**config.mk**
```make
export PLATFORM = sky130hd
export DESIGN_NAME = pci_window_decoder
export DESIGN_NICKNAME = d
export VERILOG_FILES = /design/src/rtl/pwd_pkg.sv /design/src/rtl/pwd_io_remap.sv /design/src/rtl/pwd_cfg_remap.sv /design/src/rtl/pwd_lane_mask.sv /design/src/rtl/pwd_window_decode.sv /design/src/rtl/pci_window_decoder.sv
export SDC_FILE = /design/constraint.sdc
export NUM_CORES = 1
export LEC_CHECK = 0
export ABC_AREA = 1
export BUFFER_PORTS_ARGS = -buffer_cell sky130_fd_sc_hd__buf_2
export CAP_MARGIN = 10
export CORE_MARGIN = 10
export CORE_UTILIZATION = 35
export CTS_BUF_LIST = sky130_fd_sc_hd__clkbuf_2 sky130_fd_sc_hd__clkbuf_4 sky130_fd_sc_hd__clkbuf_8
export DETAILED_ROUTE_END_ITERATION = 8
export MAX_ROUTING_LAYER = met4
export SYNTH_ARGS = -nofsm -noshare
export SYNTH_HDL_FRONTEND = slang
export SYNTH_SLANG_ARGS = --single-unit
export TNS_END_PERCENT = 1
```
**constraint.sdc**
```tcl
create_clock -name clk -period 5.4 [get_ports clk]
set_input_delay 1.08 -clock clk [delete_from_list [all_inputs] [get_ports clk]]
set_output_delay 1.08 -clock clk [all_outputs]
set_load 0.02 [all_outputs]
```
**src/rtl/pwd_pkg.sv**
```systemverilog
package pwd_pkg;

    localparam int ADDR_W = 32;
    localparam int DATA_W = 32;
    localparam int LANES  = 8;

    typedef enum logic [1:0] {
        KIND_MEM    = 2'b00,
        KIND_IO     = 2'b01,
        KIND_CFG    = 2'b10,
        KIND_INTACK = 2'b11
    } kind_e;

    typedef struct packed {
        logic              err;
        logic              local_acc;
        kind_e             kind;
        logic [ADDR_W-1:0] addr;
        logic [LANES-1:0]  be;
    } decode_t;

    function automatic logic size_legal(input logic [2:0] sz);
        return (sz == 3'd1) || (sz == 3'd2) || (sz == 3'd4);
    endfunction

endpackage

```
**src/rtl/pwd_io_remap.sv**
```systemverilog
module pwd_io_remap #(
    parameter int PORT_W      = 16,
    parameter int IO_WIN_LOG2 = 23,
    parameter int PAGE_LSB    = 12,
    parameter int OFF_W       = 5
) (
    input  logic [pwd_pkg::ADDR_W-1:0] addr_i,
    input  logic                       packed_i,
    output logic [PORT_W-1:0]          port_o
);
    localparam int PAGE_W = IO_WIN_LOG2 - PAGE_LSB;
    localparam int PACK_W = PAGE_W + OFF_W;

    logic [PACK_W-1:0] packed_port;
    logic [PORT_W-1:0] flat_port;

    assign packed_port = {addr_i[IO_WIN_LOG2-1:PAGE_LSB], addr_i[OFF_W-1:0]};
    assign flat_port   = addr_i[PORT_W-1:0];

    generate
        if (PACK_W >= PORT_W) begin : g_trunc
            assign port_o = packed_i ? packed_port[PORT_W-1:0] : flat_port;
        end else begin : g_pad
            assign port_o = packed_i ? {{(PORT_W-PACK_W){1'b0}}, packed_port} : flat_port;
        end
    endgenerate
endmodule

```
**src/rtl/pwd_cfg_remap.sv**
```systemverilog
module pwd_cfg_remap #(
    parameter int CFG_WIN_LOG2 = 22,
    parameter int REG_W        = 11
) (
    input  logic [CFG_WIN_LOG2-1:0]    offset_i,
    output logic [pwd_pkg::ADDR_W-1:0] cfg_o
);
    localparam int POS_W = 6;

    logic [POS_W-1:0] sel_pos;

    always_comb begin
        sel_pos = POS_W'(32);
        for (int i = CFG_WIN_LOG2 - 1; i >= REG_W; i--) begin
            if (offset_i[i]) sel_pos = POS_W'(i);
        end
        cfg_o = ({{(pwd_pkg::ADDR_W-POS_W){1'b0}}, sel_pos} << REG_W)
              | {{(pwd_pkg::ADDR_W-REG_W){1'b0}}, offset_i[REG_W-1:0]};
    end
endmodule

```
**src/rtl/pwd_lane_mask.sv**
```systemverilog
module pwd_lane_mask #(
    parameter int LANES = 8
) (
    input  logic [1:0]       lo_i,
    input  logic [2:0]       size_i,
    output logic [LANES-1:0] be_o
);
    localparam int CW = 4;

    logic [CW-1:0] first;
    logic [CW-1:0] last_excl;

    assign first     = {2'b00, lo_i};
    assign last_excl = first + {1'b0, size_i};

    generate
        for (genvar k = 0; k < LANES; k++) begin : g_lane
            assign be_o[k] = (CW'(k) >= first) && (CW'(k) < last_excl);
        end
    endgenerate
endmodule

```
**src/rtl/pwd_window_decode.sv**
```systemverilog
module pwd_window_decode
    import pwd_pkg::*;
#(
    parameter logic [ADDR_W-1:0] IO_BASE      = 32'h8000_0000,
    parameter int                IO_WIN_LOG2  = 23,
    parameter logic [ADDR_W-1:0] CFG_BASE     = 32'h8080_0000,
    parameter int                CFG_WIN_LOG2 = 22,
    parameter logic [ADDR_W-1:0] INTACK_ADDR  = 32'hBFFF_FFF0,
    parameter logic [ADDR_W-1:0] MEM_BASE     = 32'hC000_0000,
    parameter int                PORT_W       = 16,
    parameter logic [PORT_W-1:0] MAP_PORT     = 16'h0850
) (
    input  logic [ADDR_W-1:0] addr_i,
    input  logic [2:0]        size_i,
    input  logic              write_i,
    input  logic              map_i,
    output decode_t           dec_o
);
    logic              io_hit, cfg_hit, ia_hit, mem_hit, sz_ok;
    logic [PORT_W-1:0] io_port;
    logic [ADDR_W-1:0] cfg_addr;
    logic [LANES-1:0]  lanes;

    assign io_hit  = (addr_i >> IO_WIN_LOG2) == (IO_BASE >> IO_WIN_LOG2);
    assign cfg_hit = (addr_i >> CFG_WIN_LOG2) == (CFG_BASE >> CFG_WIN_LOG2);
    assign ia_hit  = (addr_i == INTACK_ADDR);
    assign mem_hit = (addr_i >= MEM_BASE);
    assign sz_ok   = size_legal(size_i);

    pwd_io_remap #(
        .PORT_W(PORT_W), .IO_WIN_LOG2(IO_WIN_LOG2), .PAGE_LSB(12), .OFF_W(5)
    ) u_io (
        .addr_i(addr_i), .packed_i(map_i), .port_o(io_port)
    );

    pwd_cfg_remap #(
        .CFG_WIN_LOG2(CFG_WIN_LOG2), .REG_W(11)
    ) u_cfg (
        .offset_i(addr_i[CFG_WIN_LOG2-1:0]), .cfg_o(cfg_addr)
    );

    pwd_lane_mask #(.LANES(LANES)) u_lanes (
        .lo_i(addr_i[1:0]), .size_i(size_i), .be_o(lanes)
    );

    always_comb begin
        dec_o           = '0;
        dec_o.be        = lanes;
        dec_o.kind      = KIND_MEM;
        if (io_hit) begin
            dec_o.kind      = KIND_IO;
            dec_o.addr      = {{(ADDR_W-PORT_W){1'b0}}, io_port};
            dec_o.local_acc = (size_i == 3'd1) && (io_port == MAP_PORT);
        end else if (cfg_hit) begin
            dec_o.kind = KIND_CFG;
            dec_o.addr = cfg_addr;
        end else if (ia_hit) begin
            dec_o.kind = KIND_INTACK;
            dec_o.addr = '0;
            dec_o.err  = write_i || (size_i != 3'd1);
        end else if (mem_hit) begin
            dec_o.kind = KIND_MEM;
            dec_o.addr = addr_i - MEM_BASE;
        end else begin
            dec_o.err = 1'b1;
        end
        if (!sz_ok) dec_o.err = 1'b1;
        if (dec_o.err) dec_o.local_acc = 1'b0;
    end
endmodule

```
**src/rtl/pci_window_decoder.sv**
```systemverilog
module pci_window_decoder
    import pwd_pkg::*;
#(
    parameter logic [31:0] IO_BASE      = 32'h8000_0000,
    parameter int          IO_WIN_LOG2  = 23,
    parameter logic [31:0] CFG_BASE     = 32'h8080_0000,
    parameter int          CFG_WIN_LOG2 = 22,
    parameter logic [31:0] INTACK_ADDR  = 32'hBFFF_FFF0,
    parameter logic [31:0] MEM_BASE     = 32'hC000_0000,
    parameter logic [15:0] MAP_PORT     = 16'h0850
) (
    input  logic        clk,
    input  logic        rst_n,
    input  logic        cpu_req_valid,
    output logic        cpu_req_ready,
    input  logic        cpu_req_write,
    input  logic [31:0] cpu_req_addr,
    input  logic [2:0]  cpu_req_size,
    input  logic [31:0] cpu_req_wdata,
    output logic        cpu_rsp_valid,
    output logic        cpu_rsp_err,
    output logic [31:0] cpu_rsp_rdata,
    output logic        dn_req_valid,
    output logic [1:0]  dn_req_kind,
    output logic [31:0] dn_req_addr,
    output logic [7:0]  dn_req_be,
    output logic        dn_req_write,
    output logic [31:0] dn_req_wdata,
    input  logic        dn_rsp_valid,
    input  logic [31:0] dn_rsp_rdata
);
    typedef enum logic {ST_IDLE = 1'b0, ST_WAIT = 1'b1} st_e;

    typedef struct packed {
        st_e               st;
        logic              map;
        logic              rsp_valid;
        logic              rsp_err;
        logic [DATA_W-1:0] rsp_rdata;
        logic              dn_valid;
        kind_e             dn_kind;
        logic [ADDR_W-1:0] dn_addr;
        logic [LANES-1:0]  dn_be;
        logic              dn_write;
        logic [DATA_W-1:0] dn_wdata;
    } state_t;

    state_t  state_d, state_q;
    decode_t dec;
    logic    accept;
    logic    map_wr_accept;

    pwd_window_decode #(
        .IO_BASE(IO_BASE), .IO_WIN_LOG2(IO_WIN_LOG2),
        .CFG_BASE(CFG_BASE), .CFG_WIN_LOG2(CFG_WIN_LOG2),
        .INTACK_ADDR(INTACK_ADDR), .MEM_BASE(MEM_BASE),
        .PORT_W(16), .MAP_PORT(MAP_PORT)
    ) u_decode (
        .addr_i(cpu_req_addr), .size_i(cpu_req_size), .write_i(cpu_req_write),
        .map_i(state_q.map), .dec_o(dec)
    );

    assign accept        = cpu_req_valid && (state_q.st == ST_IDLE);
    assign map_wr_accept = accept && dec.local_acc && cpu_req_write;

    always_comb begin
        state_d           = state_q;
        state_d.rsp_valid = 1'b0;
        state_d.rsp_err   = 1'b0;
        state_d.dn_valid  = 1'b0;
        case (state_q.st)
            ST_IDLE: begin
                if (accept) begin
                    if (dec.err) begin
                        state_d.rsp_valid = 1'b1;
                        state_d.rsp_err   = 1'b1;
                        state_d.rsp_rdata = '1;
                    end else if (dec.local_acc) begin
                        state_d.rsp_valid = 1'b1;
                        state_d.rsp_rdata = cpu_req_write ? '0
                                          : {{(DATA_W-1){1'b0}}, state_q.map};
                        if (cpu_req_write) state_d.map = cpu_req_wdata[0];
                    end else begin
                        state_d.st       = ST_WAIT;
                        state_d.dn_valid = 1'b1;
                        state_d.dn_kind  = dec.kind;
                        state_d.dn_addr  = dec.addr;
                        state_d.dn_be    = dec.be;
                        state_d.dn_write = cpu_req_write;
                        state_d.dn_wdata = cpu_req_wdata;
                    end
                end
            end
            ST_WAIT: begin
                if (dn_rsp_valid) begin
                    state_d.st        = ST_IDLE;
                    state_d.rsp_valid = 1'b1;
                    state_d.rsp_rdata = dn_rsp_rdata;
                end
            end
            default: state_d.st = ST_IDLE;
        endcase
    end

    always_ff @(posedge clk) begin
        if (!rst_n) begin
            state_q <= '0;
        end else begin
            state_q <= state_d;
        end
    end

    assign cpu_req_ready = (state_q.st == ST_IDLE);
    assign cpu_rsp_valid = state_q.rsp_valid;
    assign cpu_rsp_err   = state_q.rsp_err;
    assign cpu_rsp_rdata = state_q.rsp_rdata;
    assign dn_req_valid  = state_q.dn_valid;
    assign dn_req_kind   = state_q.dn_kind;
    assign dn_req_addr   = state_q.dn_addr;
    assign dn_req_be     = state_q.dn_be;
    assign dn_req_write  = state_q.dn_write;
    assign dn_req_wdata  = state_q.dn_wdata;

    AST_DN_SINGLE_PULSE: assert property (@(posedge clk) disable iff (!rst_n)
        dn_req_valid |=> !dn_req_valid) else $error("dn pulse");
    AST_DN_AFTER_ACCEPT: assert property (@(posedge clk) disable iff (!rst_n)
        dn_req_valid |-> $past(cpu_req_valid && cpu_req_ready)) else $error("dn origin");
    AST_BUSY_NOT_READY: assert property (@(posedge clk) disable iff (!rst_n)
        dn_req_valid |-> !cpu_req_ready) else $error("ready while busy");
    AST_ERR_ALL_ONES: assert property (@(posedge clk) disable iff (!rst_n)
        cpu_rsp_err |-> (cpu_rsp_valid && (cpu_rsp_rdata == 32'hFFFF_FFFF))) else $error("err data");
    AST_BE_LEGAL: assert property (@(posedge clk) disable iff (!rst_n)
        dn_req_valid |-> ($countones(dn_req_be) inside {1, 2, 4})) else $error("be count");
    AST_INTACK_BYTE_READ: assert property (@(posedge clk) disable iff (!rst_n)
        (dn_req_valid && dn_req_kind == KIND_INTACK) |-> (dn_req_be == 8'h01 && !dn_req_write))
        else $error("intack shape");
    AST_MAP_CHANGE_CAUSE: assert property (@(posedge clk) disable iff (!rst_n)
        !$stable(state_q.map) |-> $past(map_wr_accept)) else $error("map change");
endmodule

```
==> impl_metrics.py <==
metrics = {
    "logic_synthesis": {
        "synth_xor_xnor_area_share_pct": 0.138,
        "synth_top_area_cell": "dfxtp_1",
        "yosys.area_share.simple_pct": 32.8,
        "yosysTopAreaCellShare_pct": 35.2,
        "synth-seq-cells": 112,
        "syn_inst": 974,
        "synth_async_sr_flop_share_pct": 0,
        "yosys.area_share.adder_pct": 1.10,
        "synth_flop_cell": "dfxtp_1",
        "ys_seq_area_share_pct": 35.2,
        "netlist_area_sq_um": 6370,
        "synth-edff-count": 0,
        "ys_warn_count": 0,
        "yosysUniqueCellTypes": 37,
        "synth.area.top_cells": "dfxtp_1 (35%), nand2_1 (18%), buf_4 (13%)",
        "synth_top_family_by_area": "simple AND/OR/NAND/NOR gates",
        "synth_compound_area_share_pct": 9.61,
        "syn_avg_cell_area_sq_um": 6.54,
        "synthMuxAreaShare_pct": 0,
        "syn_nets": 1083,
    },
    "placement": {
        "place_area_sq_um": 6750,
        "dpl.cell_count": 1273,
        "dp_slack_ns": 1.75,
        "hpwlAfterDp_um": 14600,
        "gp_congestion": 0.910,
        "port_buffers": 214,
    },
    "timing": {
        "layout_setup_ws_ns": 2.16,
        "hold_viol": 0,
        "maxClockFrequency_ghz": 0.308,
        "timing.hold.ws_ns": 0.469,
        "final-max-slew-violation-count": 0,
        "period_minus_slack_ns": 3.24,
        "tns_ns": 0,
        "finalCritPeriodShare_pct": 60.1,
        "maxSlewHeadroom_pct": 34.7,
        "finClkSkew_ns": 0.0129,
        "setup_viol": 0,
        "worst_pin_slew_ns": 0.971,
        "rsz0062_at_grt": "false",
    },
    "job": {
        "cap_violations": 0,
    },
    "detailed_routing": {
        "routed_wl_um": 19700,
        "firstDrtPassIters": 5,
        "route.detailed.drc": 0,
        "antenna_left": 0,
        "drt_iter0_drc": 358,
        "vias": 5935,
        "via_per_inst": 4.60,
        "wl_per_cell_um": 15.2,
    },
    "cts": {
        "ctsHoldBuffers": 0,
        "clk-insertion-delay-late_ns": 0.39,
        "clock-sinks": 112,
        "cts_setup_buffers": 0,
        "clockBufferDepth": 2,
        "cts_tree": "yes",
        "htreeDepth": 3,
        "clk_pin_slew_ns": 0.11,
        "cts_buffers": 9,
        "cts_resized": 0,
        "cts-root-buf": "clkbuf_8",
    },
    "critical_path": {
        "path_class": "in2reg",
        "critPathLaunchType": "input port",
        "path_max_fanout": 22,
        "crit_arrival_ns": 3.53,
        "cp.required_ns": 5.69,
        "endpoint_kind": "flip-flop",
    },
    "floorplanning": {
        "start_util_pct": 35.6,
        "die_x_um": 155,
        "die_y_um": 155,
        "core.rowCount": 49,
        "dieArea_sq_um": 24000,
        "boundaryPins": 215,
        "core_area_sq_um": 17900,
    },
    "pwr": {
        "peakVddDrop_mv": 0.109,
        "p_leak_nw": 3.49,
        "p_per_area_nw_per_um2": 247,
    },
    "grt": {
        "grt-ovfl-total": 0,
        "grt_max_degree": 81,
        "grt_pass1_vias": 5758,
        "grt_usage_pct": 16.1,
        "antenna_found_initial": 1,
        "grt_pass1_wl_um": 30600,
    },
    "cells_and_area": {
        "design_area_sq_um": 6970,
        "syn2layout_area_growth_pct": 9.45,
        "final_cells": 1291,
        "fin_nets": 1164,
        "drive_gt1_share_pct": 24.8,
    },
    "status": {
        "outcome": "complete, no violations",
    },
    "worst_hold_path": {
        "min_path_type": "reg2reg",
    },
}
-- cells in the final DEF (no fill, tap or decap), types with 2 or more instances in the layout --
cell type and n:
diode_2 2, inv_1 74, nor3_1 4, o21ai_2 3, nand2_2 2, nand3b_1 2, inv_2 8, buf_2 214
nor3_2 2, nor2_1 107, dfxtp_1 112, a21oi_1 59, ha_1 4, buf_4 8, or2_2 2, nand2_1 306
o21ai_1 26, nand3_1 67, o22ai_1 2, o31ai_1 5, o21ai_0 16, nand4_1 5, clkbuf_8 11, nor2_2 4
-- flip-flops by register name (all words and copies together) (netlist names), 2 cells and up --
register,cells
dn_req_addr,32
dn_req_wdata,32
cpu_rsp_rdata,32
dn_req_kind,2
dn_req_be,8
state_q,2
-- path summary, 6_finish.rpt --
kind	from	end	slack (ns)	cells after the start
setup / recovery	cpu_req_addr[29]	cpu_rsp_rdata[26]$_SDFFE_PN0P_	2.16	13
hold reg to reg	dn_req_wdata[14]$_SDFFE_PN0P_	dn_req_wdata[14]$_SDFFE_PN0P_	0.47	2
setup reg to reg	state_q[110]$_SDFFE_PN0P_	dn_req_addr[30]$_SDFFE_PN0P_	2.58	11
hold / removal	dn_req_wdata[14]$_SDFFE_PN0P_	dn_req_wdata[14]$_SDFFE_PN0P_	0.47	2
-- routing by layer --
layer / routed length [um] / GRT usage (%) / vias up
met3: 1330 / 4.36 / 13
met4: 197 / 3.51 / 0
li1: - / - / 3100
met1: 9400 / 21.0 / 2642
met2: 8740 / 24.3 / 180
met5: 0 / - / -
-- cell usage after synthesis (all sizes together), types with 2 or more instances --
cell	instances
o31ai	5
ha	4
nand2	308
nor3	6
nand3b	2
o22ai	2
nor2	111
nand3	68
nand4	7
a21oi	59
buf	133
o21ai	45
inv	82
dfxtp	112
or2	3
clkbuf	19
-- metrics by stage --
stage | utilization (%) | power, W
after floorplan | - | 0.00112
after global placement | 37.7 | 0.00120
after detailed placement | 37.7 | 0.00120
after CTS | 38.9 | 0.00175
after global routing | 38.9 | 0.00182
final | 38.9 | 0.00172
-- area by class of cell --
class                   instances  area (sq um)
multi-input cells             628          2780
clock inverters                 5          62.6
flip-flops and latches        112          2240
clock buffers                  11           151
diodes                          2          5.00
well taps                     229           287
fillers                      1994         10900
inverters                      82           308
repair buffers                222          1130
-- report_power, final --
group	internal, W	switching [W]
clock	0.000244	0.000303
sequential	0.000858	0.0000157
combinational	0.000103	0.000200
total	0.00120	0.000518
-- cell families after synthesis --
family,Yosys count
compound gates,115
xor+xnor,1
fa+ha+maj,5
buf+inv,234
flops,112
simple gates,507
-- worst max-delay path, cell delays in order --
cell and delay (ns):
buf_2 0.11, or2_1 0.25, nor2_2 0.10, nand2_1 0.07
nor2_2 0.47, inv_2 0.24, nand3_2 0.17, nand2_1 0.09
nand2_1 0.33, buf_4 0.34, nand2_1 0.08, nor2_1 0.12
nor2_1 0.05
Power figures use the tool's default switching activity.
